[src/rtl/adcs_pkg.sv]
package adcs_pkg;
  localparam int CH_W   = 3;
  localparam int RES_W  = 12;
  localparam int ENT_W  = CH_W + 1;
  localparam int WORD_W = CH_W + 1 + RES_W;
  localparam int CTRL_W = 8;
  localparam int CAP_FIRST = 8;   // zero-based clock index where result MSB is taken

  typedef struct packed {
    logic            se;
    logic [CH_W-1:0] ch;
  } entry_t;

  typedef struct packed {
    logic [CH_W-1:0]  ch;
    logic             diff;
    logic [RES_W-1:0] res;
  } word_t;

  function automatic logic [CTRL_W-1:0] make_ctrl(entry_t e, logic [1:0] pd);
    return {1'b1, e.ch, 1'b0, e.se, pd};
  endfunction
endpackage

[src/rtl/adcs_sclk_gen.sv]
module adcs_sclk_gen #(
  parameter int SCLK_HALF = 4
) (
  input  logic clk,
  input  logic rst_n,
  input  logic run,
  output logic sclk,
  output logic rise,
  output logic fall
);
  localparam int CW = (SCLK_HALF > 1) ? $clog2(SCLK_HALF) : 1;
  localparam logic [CW-1:0] CNT_TOP = CW'(SCLK_HALF - 1);

  logic [CW-1:0] cnt;
  logic          wrap;

  assign wrap = run && (cnt == CNT_TOP);
  assign rise = wrap && !sclk;
  assign fall = wrap && sclk;

  always_ff @(posedge clk or negedge rst_n) begin
    if (!rst_n) begin
      cnt  <= '0;
      sclk <= 1'b0;
    end else if (!run) begin
      cnt  <= '0;
      sclk <= 1'b0;
    end else if (wrap) begin
      cnt  <= '0;
      sclk <= !sclk;
    end else begin
      cnt  <= cnt + 1'b1;
    end
  end

  assert_sclk_parks_low_R10: assert property (@(posedge clk) disable iff (!rst_n)
    !run |=> !sclk);
endmodule

[src/rtl/adcs_seq.sv]
module adcs_seq
  import adcs_pkg::*;
#(
  parameter int LIST_N = 8,
  parameter int IDX_W  = 3
) (
  input  logic                    clk,
  input  logic                    rst_n,
  input  logic                    scan_start,
  input  logic                    scan_stop,
  input  logic                    fast_cadence,
  input  logic [1:0]              pd_mode,
  input  logic [IDX_W-1:0]        list_last,
  input  logic [LIST_N*ENT_W-1:0] chan_list,
  input  logic                    rise,
  input  logic                    fall,
  input  logic                    sclk,
  input  logic                    cap_active,
  output logic                    run,
  output logic                    cs_n,
  output logic                    mosi,
  output logic                    cap_go,
  output entry_t                  cap_entry,
  output logic                    scan_clr
);
  typedef enum logic {ST_IDLE, ST_RUN} st_t;

  st_t                     state;
  logic [4:0]              f;
  logic                    fast_q, send_q, stop_q;
  logic [1:0]              pd_q;
  logic [IDX_W-1:0]        idx, last_q;
  logic [LIST_N*ENT_W-1:0] list_q;
  entry_t                  ent [LIST_N];
  entry_t                  cur;
  logic [CTRL_W-1:0]       ctrl;
  logic [4:0]              f_last;

  for (genvar g = 0; g < LIST_N; g++) begin : g_unpack
    assign ent[g] = entry_t'(list_q[g*ENT_W +: ENT_W]);
  end

  assign cur       = ent[idx];
  assign ctrl      = make_ctrl(cur, pd_q);
  assign f_last    = fast_q ? 5'd14 : 5'd15;
  assign run       = (state == ST_RUN);
  assign cs_n      = (state == ST_IDLE);
  assign scan_clr  = scan_start && (state == ST_IDLE);
  assign cap_go    = run && rise && send_q && (f == 5'(CAP_FIRST));
  assign cap_entry = cur;
  assign mosi      = run && send_q && (f < 5'd8) && ctrl[3'd7 - f[2:0]];

  always_ff @(posedge clk or negedge rst_n) begin
    if (!rst_n) begin
      state  <= ST_IDLE;
      f      <= '0;
      fast_q <= 1'b0;
      send_q <= 1'b0;
      stop_q <= 1'b0;
      pd_q   <= '0;
      idx    <= '0;
      last_q <= '0;
      list_q <= '0;
    end else if (state == ST_IDLE) begin
      if (scan_start) begin
        state  <= ST_RUN;
        f      <= '0;
        fast_q <= fast_cadence;
        send_q <= 1'b1;
        stop_q <= 1'b0;
        pd_q   <= pd_mode;
        idx    <= '0;
        last_q <= list_last;
        list_q <= chan_list;
      end
    end else begin
      if (scan_stop) stop_q <= 1'b1;
      if (fall) begin
        if (!send_q && !cap_active) begin
          state <= ST_IDLE;
        end
        if (f == f_last) begin
          f <= '0;
          if (stop_q || scan_stop) begin
            send_q <= 1'b0;
          end else if (send_q) begin
            idx <= (idx == last_q) ? '0 : idx + 1'b1;
          end
        end else begin
          f <= f + 1'b1;
        end
      end
    end
  end

  assert_idx_in_list_R6: assert property (@(posedge clk) disable iff (!rst_n)
    run |-> (idx <= last_q));
  assert_idle_clock_low_R9: assert property (@(posedge clk) disable iff (!rst_n)
    cs_n |-> !sclk);
endmodule

[src/rtl/adcs_capture.sv]
module adcs_capture
  import adcs_pkg::*;
(
  input  logic   clk,
  input  logic   rst_n,
  input  logic   rise,
  input  logic   go,
  input  logic   miso,
  input  entry_t entry,
  output logic   active,
  output logic   done,
  output word_t  word
);
  logic [RES_W-1:0] sh;
  logic [3:0]       cnt;
  entry_t           tag;

  always_ff @(posedge clk or negedge rst_n) begin
    if (!rst_n) begin
      sh     <= '0;
      cnt    <= '0;
      tag    <= '0;
      active <= 1'b0;
      done   <= 1'b0;
      word   <= '0;
    end else begin
      done <= 1'b0;
      if (go) begin
        active <= 1'b1;
        cnt    <= 4'd1;
        tag    <= entry;
        sh     <= {{(RES_W-1){1'b0}}, miso};
      end else if (active && rise) begin
        sh <= {sh[RES_W-2:0], miso};
        if (cnt == 4'(RES_W - 1)) begin
          active    <= 1'b0;
          done      <= 1'b1;
          word.ch   <= tag.ch;
          word.diff <= !tag.se;
          word.res  <= {sh[RES_W-2:0], miso};
        end else begin
          cnt <= cnt + 1'b1;
        end
      end
    end
  end

  assert_no_capture_overlap_R3: assert property (@(posedge clk) disable iff (!rst_n)
    go |-> !active);
endmodule

[src/rtl/adcs_out_stage.sv]
module adcs_out_stage
  import adcs_pkg::*;
(
  input  logic              clk,
  input  logic              rst_n,
  input  logic              clr,
  input  logic              done,
  input  word_t             word,
  input  logic              ready,
  output logic              valid,
  output logic [WORD_W-1:0] data,
  output logic              overflow
);
  always_ff @(posedge clk or negedge rst_n) begin
    if (!rst_n) begin
      valid    <= 1'b0;
      data     <= '0;
      overflow <= 1'b0;
    end else begin
      if (clr) overflow <= 1'b0;
      if (done) begin
        if (valid && !ready) begin
          overflow <= 1'b1;
        end else begin
          valid <= 1'b1;
          data  <= word;
        end
      end else if (valid && ready) begin
        valid <= 1'b0;
      end
    end
  end

  assert_hold_under_stall_R8: assert property (@(posedge clk) disable iff (!rst_n)
    (valid && !ready) |=> (valid && $stable(data)));
  assert_overflow_sticky_R8: assert property (@(posedge clk) disable iff (!rst_n)
    (overflow && !clr) |=> overflow);
endmodule

[src/rtl/adc_scan_master.sv]
module adc_scan_master
  import adcs_pkg::*;
#(
  parameter int SCLK_HALF = 4,
  parameter int LIST_N    = 8,
  localparam int IDX_W    = (LIST_N > 1) ? $clog2(LIST_N) : 1
) (
  input  logic                    clk,
  input  logic                    rst_n,
  input  logic                    scan_start,
  input  logic                    scan_stop,
  input  logic                    fast_cadence,
  input  logic [1:0]              pd_mode,
  input  logic [IDX_W-1:0]        list_last,
  input  logic [LIST_N*ENT_W-1:0] chan_list,
  output logic                    adc_sclk,
  output logic                    adc_cs_n,
  output logic                    adc_mosi,
  input  logic                    adc_miso,
  output logic                    smp_valid,
  input  logic                    smp_ready,
  output logic [WORD_W-1:0]       smp_data,
  output logic                    smp_overflow
);
  logic   run, rise, fall, cap_go, cap_active, cap_done, scan_clr;
  entry_t cap_entry;
  word_t  cap_word;

  adcs_sclk_gen #(.SCLK_HALF(SCLK_HALF)) u_gen (
    .clk(clk), .rst_n(rst_n), .run(run),
    .sclk(adc_sclk), .rise(rise), .fall(fall)
  );

  adcs_seq #(.LIST_N(LIST_N), .IDX_W(IDX_W)) u_seq (
    .clk(clk), .rst_n(rst_n),
    .scan_start(scan_start), .scan_stop(scan_stop),
    .fast_cadence(fast_cadence), .pd_mode(pd_mode),
    .list_last(list_last), .chan_list(chan_list),
    .rise(rise), .fall(fall), .sclk(adc_sclk), .cap_active(cap_active),
    .run(run), .cs_n(adc_cs_n), .mosi(adc_mosi),
    .cap_go(cap_go), .cap_entry(cap_entry), .scan_clr(scan_clr)
  );

  adcs_capture u_cap (
    .clk(clk), .rst_n(rst_n), .rise(rise), .go(cap_go),
    .miso(adc_miso), .entry(cap_entry),
    .active(cap_active), .done(cap_done), .word(cap_word)
  );

  adcs_out_stage u_out (
    .clk(clk), .rst_n(rst_n), .clr(scan_clr),
    .done(cap_done), .word(cap_word), .ready(smp_ready),
    .valid(smp_valid), .data(smp_data), .overflow(smp_overflow)
  );

  assert_mosi_steady_at_rise_R2: assert property (@(posedge clk) disable iff (!rst_n)
    $rose(adc_sclk) |-> $stable(adc_mosi));
endmodule

[config.mk]
export PLATFORM = sky130hd
export DESIGN_NAME = adc_scan_master
export DESIGN_NICKNAME = d
export VERILOG_FILES = /design/src/rtl/adcs_pkg.sv /design/src/rtl/adcs_sclk_gen.sv /design/src/rtl/adcs_seq.sv /design/src/rtl/adcs_capture.sv /design/src/rtl/adcs_out_stage.sv /design/src/rtl/adc_scan_master.sv
export SDC_FILE = /design/constraint.sdc
export NUM_CORES = 1
export LEC_CHECK = 0
export BUFFER_PORTS_ARGS = -buffer_cell sky130_fd_sc_hd__buf_2
export CORE_MARGIN = 2
export CORE_UTILIZATION = 35
export CTS_CLUSTER_SIZE = 24
export DETAILED_ROUTE_END_ITERATION = 8
export PLACE_DENSITY = 0.54
export SYNTH_ARGS = -nofsm -noshare
export SYNTH_HDL_FRONTEND = slang
export SYNTH_SLANG_ARGS = --single-unit
[constraint.sdc]
create_clock -name clk -period 2.7 [get_ports clk]
set_input_delay 0.27 -clock clk [delete_from_list [all_inputs] [get_ports clk]]
set_output_delay 0.27 -clock clk [all_outputs]
set_load 0.05 [all_outputs]
==> results.toml <==
[outcome]
status = "complete, no violations"

[worst_setup_path]
cp_top_family = "multiplexers"
r2r_cells = 7
cp_num_cells = 6
crit_slowest_cell = "mux4_2"
cp.required_ns = 2.43
path_class = "reg2out"
cp-end-kind = "primary output"
path_cells = "buf_2 -> mux2i_1 -> mux4_2 -> and3b_1 -> a2111oi_4 -> buf_6"
worstPathArrival_ns = 2.31
critPathMaxFanout = 5
slowest_delay_ns = 0.47
path_buf_inv = 2
setup.worst_path.start_class = "flop"

[sta]
clock_skew_ns = 0.00662
clock.fmax_mhz = 387
hold_viol_final = 0
finalCritPeriodShare_pct = 95.6
period_minus_slack_ns = 2.58
setup_tns_ns = 0
fin_ws_ns = 0.119
worstMarginPinSlew_ns = 0.697
finalSetupViolCount = 0
maxSlewViolCount = 0
slew_headroom_pct = 53.4
rsz0062_at_grt = "no"

[detailed_routing]
wl_um = 9710
post_drt_wl_per_cell_um = 14.0
via_per_inst = 4.79
post-route-drc-count = 0
drt_pass1_iterations = 5
via_count = 3326
drt_iter0_markers = 231
postRouteAntennaNets = 0

[finish]
finalInstanceArea_um2 = 5620
layout-drive-gt1-share_pct = 26.0
multiInputGateArea_um2 = 1920
syn2layout_area_growth_pct = 18.4
fill_cells = 1310
seq_area_um2 = 2680
instances_no_fill = 695
num-nets-final = 563
antenna_cells = 0

[place]
placed_cells = 673
pre_cts_ws_ns = 0.273
dp_hpwl_um = 6730
globalplace.congestion = 0.771
io_buffers = 64
placed_area_um2 = 5260

[worst_hold_path]
hp-class = "in2reg"
min_path_cells = 3

[yosys]
ys_types = 48
synth-async-reset-ratio_pct = 100
ys_seq_elements = 107
syn_avg_cell_area_um2 = 10.6
synth_area_um2 = 4740
synth_top_cell_area_share_pct = 56.4
netlist_instances = 449
yosysSeqAreaShare_pct = 56.4
synth_compound_area_share_pct = 6.70
synth_ff_type = "dfrtp_1"
synth_nets = 498
synth_area_leaders = "dfrtp_1 56%, nand2_1 13%, mux2_2 6.4%"
synthTopCellsByCount = "159 x nand2_1, 107 x dfrtp_1, 27 x mux2_2"
synthAdderAreaFrac_pct = 1.32
synthMostInstantiatedCell = "nand2_1"
yosys.area.top_type = "dfrtp_1"
synth_top_family_by_area = "simple AND/OR/NAND/NOR gates"
synth-edff-count = 0
synthMuxAreaShare_pct = 13.3
synthSimpleGateAreaFrac_pct = 18.0
yosysWarnings = 0
synth_xor_area_share_pct = 0.923

[cts]
htreeDepth = 3
clockRootBuffer = "clkbuf_16"
cts_tree = "done"
cts.path.max_buffers = 2
clkSlewWorstSetupHoldPaths_ns = 0.07
cts_buffers = 9
clk_latency_ns = 0.35
clock_sinks = 107

[die]
dieHeight_um = 120
num_rows = 42
start_util_pct = 35.8
coreArea_um2 = 13200
io_pins = 65
dieWidth_um = 120
die-area_um2 = 14500

[run]
cap_violations = 0

[global_route]
grtUsageTotal_pct = 14.3
grt_pass1_vias = 3280
grt_max_degree = 62
grt_antenna_before_repair = 0
grt-ovfl-total = 0
grt_first_pass_wirelength_um = 16400

[power_and_ir_drop]
ir_drop_uv = 537
power_density_nw_per_um2 = 871
power_mw = 4.89
p_leak_nw = 2.81
[per-layer routing]
| metal | share of wire, % | GRT usage, % |
|---|---|---|
| met1 | 48 | 19.1 |
| met3 | 4.5 | 4.95 |
| met2 | 47 | 22.1 |
| met4 | 1.1 | 4.14 |
| met5 | 0 | 0 |
[cells by family (layout without fill, tap and decap cells)]
| logic type | Yosys count | count (layout) |
|---|---|---|
| adders and majority gates | 5 | 5 |
| muxes | 49 | 49 |
| xor gates and xnor gates | 5 | 5 |
| and+or+nand+nor | 201 | 201 |
| buffers and inverters | 33 | 103 |
| DFF | 107 | 107 |
| AOI/OAI and AO/OA | 49 | 49 |
[where the power goes]
part           internal (mW)  switching, mW  leakage (nW)
logic                  0.609          0.693          1.27
registers               1.96          0.291          1.40
clock network          0.744          0.594         0.148
total                   3.31           1.58          2.81
[sequential cells by signal, indices dropped and copies added (netlist names), 2 cells and up]
name,count
u_cap.word,16
u_seq.pd_q,2
u_cap.sh,11
u_seq.last_q,3
u_seq.list_q,32
u_seq.idx,3
u_cap.tag,4
u_gen.cnt,2
u_cap.cnt,4
u_out.data,16
u_seq.f,5
[final timing paths]
kind                                               start                     endpoint  slack (ns)
worst max-delay path            u_seq.idx[0]$_DFFE_PN0P_                     adc_mosi        0.12
worst min-delay path                        chan_list[3]  u_seq.list_q[3]$_DFFE_PN0P_        0.10
worst max register to register    u_seq.f[0]$_DFFE_PN0P_      u_cap.sh[0]$_DFFE_PN0P_        0.63
worst min register to register    u_gen.cnt[0]$_DFF_PN0_       u_gen.cnt[0]$_DFF_PN0_        0.43
max in group asynchronous                          rst_n     u_seq.idx[0]$_DFFE_PN0P_        1.47
min in group asynchronous                          rst_n      u_cap.sh[5]$_DFFE_PN0P_        0.46
[stage by stage]
stage	hold WS, ns	util, %
after floorplan	-0.0256	-
after global placement	0.316	39.7
after detailed placement	0.318	39.7
after CTS	0.0879	42.1
after global routing	0.0987	42.4
final	0.103	42.4
[timing repair]
action,in CTS,in global routing
setup buffers,0,5
gates resized for setup,1,3
hold buffers,1,0
endpoints found under the setup margin,1,1
hold endpoints to repair,46,0
pin swaps,0,0
[worst reg2reg max path: cells and delay by family, from the launching register on]
kind	cells	cell delay (ns)
flip-flops	1	0.46
buffers and inverters	2	0.49
adder cells (fa/ha/maj)	1	0.29
AO/OA/AOI/OAI	1	0.11
AND/OR/NAND/NOR	3	0.65
[layout by cell type, fill, tap and decap left out, types with 3 or more instances in the layout]
cell,Yosys,routed
mux2_4,7,7
nand3_1,9,9
mux4_1,3,3
mux2_2,27,27
dfrtp_1,107,106
clkbuf_16,0,9
a21oi_1,18,18
nand3b_1,3,3
buf_4,0,10
nor2_1,11,11
inv_1,9,9
xnor2_1,4,4
a31oi_1,3,3
mux2i_1,10,10
buf_2,2,63
o21ai_0,11,11
nand2_1,159,159
o31ai_1,4,4
ha_1,5,5
[area by class of cell]
| class | instances | area share, % |
|---|---|---|
| clock buffers | 10 | 4.25 |
| clock inverters | 6 | 1.16 |
| inverters | 10 | 0.668 |
| multi-input cells | 309 | 34.3 |
| flip-flops and latches | 107 | 47.7 |
| well taps | 176 | 3.92 |
| repair buffers | 77 | 8.04 |
Power figures use the tool's default switching activity.
